## src/rtl/rc_pkg.sv

```systemverilog
// Shared constants for the route computation unit: port bit positions
// and policy codes. Assumes four compass ports plus one local port.
package rc_pkg;
    localparam int P_E = 0;
    localparam int P_W = 1;
    localparam int P_N = 2;
    localparam int P_S = 3;
    localparam int P_L = 4;
    localparam int NDIR = 4;

    typedef enum logic [1:0] {
        POL_DOR  = 2'd0,
        POL_OBL  = 2'd1,
        POL_MIN  = 2'd2,
        POL_FULL = 2'd3
    } policy_e;
endpackage

```

## src/rtl/rc_pdv.sv

```systemverilog
// Productive direction stage: compares current and destination
// coordinates. It flags the ports that move closer, the ports that
// lead to an existing neighbour, and arrival. Assumes unsigned
// coordinates below the mesh size.
module rc_pdv #(
    parameter int COORD_W = 2,
    parameter int MESH_X  = 4,
    parameter int MESH_Y  = 4
) (
    input  logic [COORD_W-1:0] cx,
    input  logic [COORD_W-1:0] cy,
    input  logic [COORD_W-1:0] dx,
    input  logic [COORD_W-1:0] dy,
    output logic [3:0]         prod,
    output logic [3:0]         nbr,
    output logic               arrived
);
    import rc_pkg::*;
    localparam logic [COORD_W-1:0] XMAX = COORD_W'(MESH_X - 1);
    localparam logic [COORD_W-1:0] YMAX = COORD_W'(MESH_Y - 1);

    // Sign of each axis offset gives the productive bits.
    always_comb begin
        prod        = '0;
        prod[P_E]   = dx > cx;
        prod[P_W]   = dx < cx;
        prod[P_N]   = dy > cy;
        prod[P_S]   = dy < cy;
        arrived     = (dx == cx) && (dy == cy);
    end

    // Neighbour exists unless the node sits on that mesh edge.
    always_comb begin
        nbr       = '0;
        nbr[P_E]  = cx < XMAX;
        nbr[P_W]  = cx != '0;
        nbr[P_N]  = cy < YMAX;
        nbr[P_S]  = cy != '0;
    end
endmodule

```

## src/rtl/rc_lfsr.sv

```systemverilog
// Free-running 16-bit Fibonacci LFSR (taps 16,14,13,11) used as the
// start point of the oblivious scan. Assumes a non-zero seed.
module rc_lfsr #(
    parameter int          W    = 16,
    parameter logic [15:0] SEED = 16'hACE1
) (
    input  logic         clk,
    input  logic         rst_n,
    output logic [W-1:0] state
);
    logic fb;

    // Feedback from the tap positions.
    always_comb fb = state[15] ^ state[13] ^ state[12] ^ state[10];

    // Shift every cycle, reload the seed on reset.
    always_ff @(posedge clk) begin
        if (!rst_n) state <= W'(SEED);
        else        state <= {state[W-2:0], fb};
    end

    AST_LFSR_LIVE: assert property (@(posedge clk) disable iff (!rst_n)
        state != '0);
endmodule

```

## src/rtl/rc_min_pick.sv

```systemverilog
// Picks, among the masked ports, the one with the smallest queue
// length. Ties go to the lower bit index (E, W, N, S). Assumes the
// caller checks `any` before using `pick`.
module rc_min_pick #(
    parameter int QLEN_W = 4,
    parameter int NP     = 4
) (
    input  logic [NP-1:0]        mask,
    input  logic [NP*QLEN_W-1:0] q,
    output logic [NP-1:0]        pick,
    output logic                 any
);
    logic [QLEN_W-1:0] best;

    // Linear scan with strict less-than keeps the earlier port on a tie.
    always_comb begin
        pick = '0;
        any  = 1'b0;
        best = '0;
        for (int i = 0; i < NP; i++) begin
            if (mask[i] && (!any || q[i*QLEN_W +: QLEN_W] < best)) begin
                pick    = '0;
                pick[i] = 1'b1;
                best    = q[i*QLEN_W +: QLEN_W];
                any     = 1'b1;
            end
        end
    end
endmodule

```

## src/rtl/mesh_route_unit.sv

```systemverilog
// Route computation for one mesh router. It builds the productive
// vector, applies the per-packet policy and registers a one-hot
// port and the updated misroute count one cycle after hd_valid.
// Assumes coordinates lie inside MESH_X by MESH_Y.
module mesh_route_unit #(
    parameter int COORD_W  = 2,
    parameter int MESH_X   = 4,
    parameter int MESH_Y   = 4,
    parameter int QLEN_W   = 4,
    parameter int QTHRESH  = 8,
    parameter int MR_W     = 2,
    parameter int MR_LIMIT = 2
) (
    input  logic                clk,
    input  logic                rst_n,
    input  logic                hd_valid,
    input  logic [COORD_W-1:0]  here_x,
    input  logic [COORD_W-1:0]  here_y,
    input  logic [COORD_W-1:0]  dest_x,
    input  logic [COORD_W-1:0]  dest_y,
    input  logic [4*QLEN_W-1:0] q_len,
    input  logic [MR_W-1:0]     hd_mr,
    input  logic [1:0]          policy,
    output logic                rt_valid,
    output logic [4:0]          rt_port,
    output logic [MR_W-1:0]     rt_mr
);
    import rc_pkg::*;
    localparam int                SCAN_W = $clog2(NDIR);
    localparam logic [MR_W-1:0]   MR_CAP = MR_W'(MR_LIMIT);
    localparam logic [QLEN_W-1:0] QTH    = QLEN_W'(QTHRESH);

    logic [3:0]        prod, nbr, unprod;
    logic              arrived;
    logic [15:0]       lfsr;
    logic [3:0]        min_pick, mis_pick, obl_pick;
    logic              min_any, mis_any;
    logic              congested, misroute_ok;
    logic [4:0]        nxt_port;
    logic [MR_W-1:0]   nxt_mr;
    policy_e           pol;

    rc_pdv #(.COORD_W(COORD_W), .MESH_X(MESH_X), .MESH_Y(MESH_Y)) u_pdv (
        .cx(here_x), .cy(here_y), .dx(dest_x), .dy(dest_y),
        .prod(prod), .nbr(nbr), .arrived(arrived)
    );

    rc_lfsr u_lfsr (.clk(clk), .rst_n(rst_n), .state(lfsr));

    rc_min_pick #(.QLEN_W(QLEN_W), .NP(NDIR)) u_min (
        .mask(prod), .q(q_len), .pick(min_pick), .any(min_any)
    );

    rc_min_pick #(.QLEN_W(QLEN_W), .NP(NDIR)) u_mis (
        .mask(unprod), .q(q_len), .pick(mis_pick), .any(mis_any)
    );

    // Unproductive ports that still reach an existing neighbour.
    always_comb unprod = ~prod & nbr;

    // Rotating scan over the productive bits starting at the LFSR value.
    always_comb begin
        logic [SCAN_W-1:0] idx;
        logic              hit;
        obl_pick = '0;
        hit      = 1'b0;
        for (int k = 0; k < NDIR; k++) begin
            idx = lfsr[SCAN_W-1:0] + SCAN_W'(k);
            if (!hit && prod[idx]) begin
                obl_pick[idx] = 1'b1;
                hit           = 1'b1;
            end
        end
    end

    // Congestion: every productive queue is above the threshold.
    always_comb begin
        congested = 1'b1;
        for (int i = 0; i < NDIR; i++)
            if (prod[i] && q_len[i*QLEN_W +: QLEN_W] <= QTH) congested = 1'b0;
        misroute_ok = congested && (hd_mr < MR_CAP) && mis_any;
    end

    // Policy selection of the next port and misroute count.
    always_comb begin
        pol      = policy_e'(policy);
        nxt_port = '0;
        nxt_mr   = hd_mr;
        if (arrived) begin
            nxt_port[P_L] = 1'b1;
        end else begin
            case (pol)
                POL_DOR:  nxt_port[3:0] = (prod[P_E] | prod[P_W]) ? (prod & 4'b0011)
                                                                  : (prod & 4'b1100);
                POL_OBL:  nxt_port[3:0] = obl_pick;
                POL_MIN:  nxt_port[3:0] = min_pick;
                default: begin
                    if (misroute_ok) begin
                        nxt_port[3:0] = mis_pick;
                        nxt_mr        = hd_mr + 1'b1;
                    end else begin
                        nxt_port[3:0] = min_pick;
                    end
                end
            endcase
        end
    end

    // Result register: one cycle of latency per request.
    always_ff @(posedge clk) begin
        if (!rst_n) begin
            rt_valid <= 1'b0;
            rt_port  <= '0;
            rt_mr    <= '0;
        end else begin
            rt_valid <= hd_valid;
            if (hd_valid) begin
                rt_port <= nxt_port;
                rt_mr   <= nxt_mr;
            end
        end
    end

    AST_ONE_PORT: assert property (@(posedge clk) disable iff (!rst_n)
        rt_valid |-> $countones(rt_port) == 1);
    AST_LOCAL_ON_ARRIVAL: assert property (@(posedge clk) disable iff (!rst_n)
        rt_valid |-> rt_port[P_L] == $past(arrived));
    AST_DOR_X_FIRST: assert property (@(posedge clk) disable iff (!rst_n)
        (rt_valid && $past(policy) == 2'd0 && $past(here_x != dest_x))
            |-> (rt_port[P_E] | rt_port[P_W]));
    AST_MR_STEP: assert property (@(posedge clk) disable iff (!rst_n)
        (rt_valid && rt_mr != $past(hd_mr))
            |-> (rt_mr == $past(hd_mr) + 1'b1 && $past(hd_mr) < MR_CAP
                 && $past(policy) == 2'd3));
    AST_PRODUCTIVE_UNLESS_MISROUTE: assert property (@(posedge clk) disable iff (!rst_n)
        (rt_valid && !rt_port[P_L] && rt_mr == $past(hd_mr))
            |-> (rt_port[3:0] & $past(prod)) != '0);
    AST_STAY_IN_MESH: assert property (@(posedge clk) disable iff (!rst_n)
        rt_valid |-> (rt_port[3:0] & ~$past(nbr)) == '0);
endmodule

```

## config.mk

```make
export PLATFORM = sky130hd
export DESIGN_NAME = mesh_route_unit
export DESIGN_NICKNAME = d
export VERILOG_FILES = /design/src/rtl/rc_pkg.sv /design/src/rtl/rc_pdv.sv /design/src/rtl/rc_lfsr.sv /design/src/rtl/rc_min_pick.sv /design/src/rtl/mesh_route_unit.sv
export SDC_FILE = /design/constraint.sdc
export NUM_CORES = 1
export LEC_CHECK = 0
export BUFFER_PORTS_ARGS = -buffer_cell sky130_fd_sc_hd__buf_4
export CAP_MARGIN = 20
export CORE_ASPECT_RATIO = 0.6
export CORE_MARGIN = 2
export CORE_UTILIZATION = 59
export CTS_BUF_LIST = sky130_fd_sc_hd__clkbuf_2
export DETAILED_ROUTE_END_ITERATION = 16
export HOLD_SLACK_MARGIN = 0.1
export PLACE_DENSITY = 0.9
export SLEW_MARGIN = 20
export SYNTH_ARGS = -nofsm -noshare
export SYNTH_HDL_FRONTEND = slang
export SYNTH_HIERARCHICAL = 1
export SYNTH_SLANG_ARGS = --single-unit
```

## constraint.sdc

```tcl
create_clock -name clk -period 12.4 [get_ports clk]
set_input_delay 0.62 -clock clk [delete_from_list [all_inputs] [get_ports clk]]
set_output_delay 0.62 -clock clk [all_outputs]
set_load 0.05 [all_outputs]
```

==> flow_metrics.py <==
metrics = {
    "place": {
        "placed_area_mm2": 0.00291,
        "dpl.hpwl_um": 5070,
        "dp_slack_ns": 5.84,
        "place.gp.congestion": 0.905,
        "io_buffers": 38,
    },
    "worst_setup_path": {
        "critical_path.max_fanout": 22,
        "rr_worst_depth": 6,
        "critPathKind": "input port to flip-flop",
        "crit_path_end_kind": "flip-flop",
        "crit_arrival_ns": 6.52,
        "crit_slowest_cell": "nor2b_1",
        "cp_common_cell": "ha_1",
        "reg2reg_slack_ns": 9.60,
        "max_stage_delay_ns": 0.63,
        "r2r_end": "rt_port[1]$_SDFFE_PN0P_",
        "required_ns": 12.66,
        "startpoint_type": "input port",
        "rr_startpoint": "u_lfsr/state[0]$_SDFF_PN1_",
    },
    "pwr": {
        "peakVddDrop_mv": 0.0658,
        "power_leakage_nw": 1.32,
        "power.density_mw_per_mm2": 97.9,
        "power.total_mw": 0.287,
    },
    "cells_and_area": {
        "area_growth_pct": 13.1,
        "regArea_um2": 480,
        "multi_input_area_mm2": 0.00197,
        "fin_util_pct": 70.3,
        "stdcell_area_mm2": 0.00293,
        "diodes": 0,
        "nFillCells": 331,
        "final_layout_size_suffix_gt1_share_pct": 24.4,
        "final_nets": 393,
    },
    "clock_tree": {
        "cts_hold_buffers": 0,
        "cts_tree": "yes",
        "clk_pin_slew_worst_paths_ns": 0.23,
        "cts_sinks": 24,
        "htree_levels": 1,
        "cts_setup_buffers": 0,
        "clkLatencyLatePin_ns": 0.34,
        "cts_buffers": 3,
        "cts_resized": 0,
        "cts_buffer_depth": 2,
        "clockRootBuffer": "clkbuf_2",
    },
    "hold_path": {
        "hold_depth": 1,
        "hold_class": "flip-flop to flip-flop",
        "min-delay-start": "u_lfsr/state[9]$_SDFF_PN0_",
        "hold_end": "u_lfsr/state[10]$_SDFF_PN1_",
    },
    "timing": {
        "worst_slack_ns": 6.15,
        "tightest_slew_ns": 0.769,
        "rsz0062_at_grt": "no",
        "hold_viol_final": 0,
        "fmax_mhz": 160,
        "slew_violations": 0,
        "finalSetupViolations": 0,
        "period_share_pct": 50.4,
        "clock_skew_ns": 0.0213,
        "setup_tns_ns": 0,
        "slew_headroom_pct": 48.6,
        "post-route-min-period_ns": 6.25,
    },
    "yosys": {
        "netlist_instances": 296,
        "syn-num-nets": 356,
        "synth_area_per_cell_um2": 8.75,
        "ys_warn_count": 6,
        "syn_area_mm2": 0.00259,
    },
    "floorplan": {
        "ios": 39,
        "coreArea_mm2": 0.00417,
        "die_width_um": 89.5,
        "initial_core_util_pct": 62.2,
        "rows": 18,
        "dieArea_mm2": 0.00495,
        "die_h_um": 55.3,
    },
    "job": {
        "drv_cap": 0,
    },
    "grt": {
        "grt_first_pass_wirelength_um": 10100,
        "antenna_found_initial": 0,
        "grt_start_max_net_pins": 24,
        "grt_overflow": 0,
        "grt_use_total_pct": 25.2,
        "grt_pass1_vias": 2063,
    },
    "routing": {
        "drt-vias-per-instance": 5.96,
        "drtPass1Iterations": 4,
        "avgRoutedWirePerCell_um": 16.0,
        "route.detailed.drc": 0,
        "drt_iter0_markers": 212,
        "dr_total_vias": 2338,
        "antenna_left": 0,
        "routed_wl_um": 6290,
    },
    "status": {
        "status": "finished clean",
    },
}
power breakdown:
part / switching, mW / internal [mW] / total [mW]
clock network: 0.0229 / 0.00701 / 0.0299
logic: 0.0913 / 0.0779 / 0.169
registers: 0.00474 / 0.0830 / 0.0878
total: 0.119 / 0.168 / 0.287
sequential cells by signal, indices dropped and copies added (netlist names):
register,flops
rt_port,5
u_lfsr/state,16
rt_mr,2
rt_valid,1
placed cells by master, fill, tap and decap left out, types with 8 or more instances in the layout:
| master | n |
|---|---|
| buf_4 | 40 |
| ha_1 | 29 |
| nand2_1 | 25 |
| inv_1 | 24 |
| dfxtp_1 | 24 |
| nor2_1 | 14 |
| nand2b_1 | 13 |
| nor2b_1 | 12 |
| a21oi_1 | 10 |
| and2_1 | 9 |
| o21ai_0 | 8 |
cell type report:
class,count,area share (%)
clock buffers,3,0.512
clock inverters,1,0.128
inverters,24,3.07
multi-input cells,240,67.1
flip-flops and latches,24,16.4
well taps,60,2.56
repair buffers,40,10.2
metrics by stage:
step                cells  hold WS, ns
global route          392        0.447
finish                392        0.409
CTS                   392        0.414
floorplan             296        0.386
detailed placement    388        0.391
global placement      388        0.387
worst max path at each step:
| stage | depth (start not counted) | from | slack (ns) | end |
|---|---|---|---|---|
| floorplan | 25 | here_x[1] | 6.49 | rt_port[0]$_SDFFE_PN0P_ |
| finish | 28 | here_x[1] | 6.15 | rt_port[1]$_SDFFE_PN0P_ |
| global placement | 28 | here_x[1] | 6.01 | rt_port[1]$_SDFFE_PN0P_ |
| CTS | 28 | here_x[1] | 6.23 | rt_port[0]$_SDFFE_PN0P_ |
| detailed placement | 28 | here_x[1] | 5.84 | rt_port[0]$_SDFFE_PN0P_ |
| global route | 27 | here_x[1] | 5.73 | rt_port[1]$_SDFFE_PN0P_ |
worst max-delay path: cells and delay by family:
kind            cells  cell delay (ns)
compound gates     10             1.88
fa+ha+maj           4             1.27
simple gates        9             1.72
buf+inv             3             0.33
mux                 2             0.69
per-layer routing:
layer,GRT usage [%],routed length [µm],up-vias
met2,36.5,2720,77
li1,-,-,1161
met4,1.71,14,0
met1,41.0,3150,1098
met3,3.59,414,2
met5,0,0,-
Power figures use the tool's default switching activity.
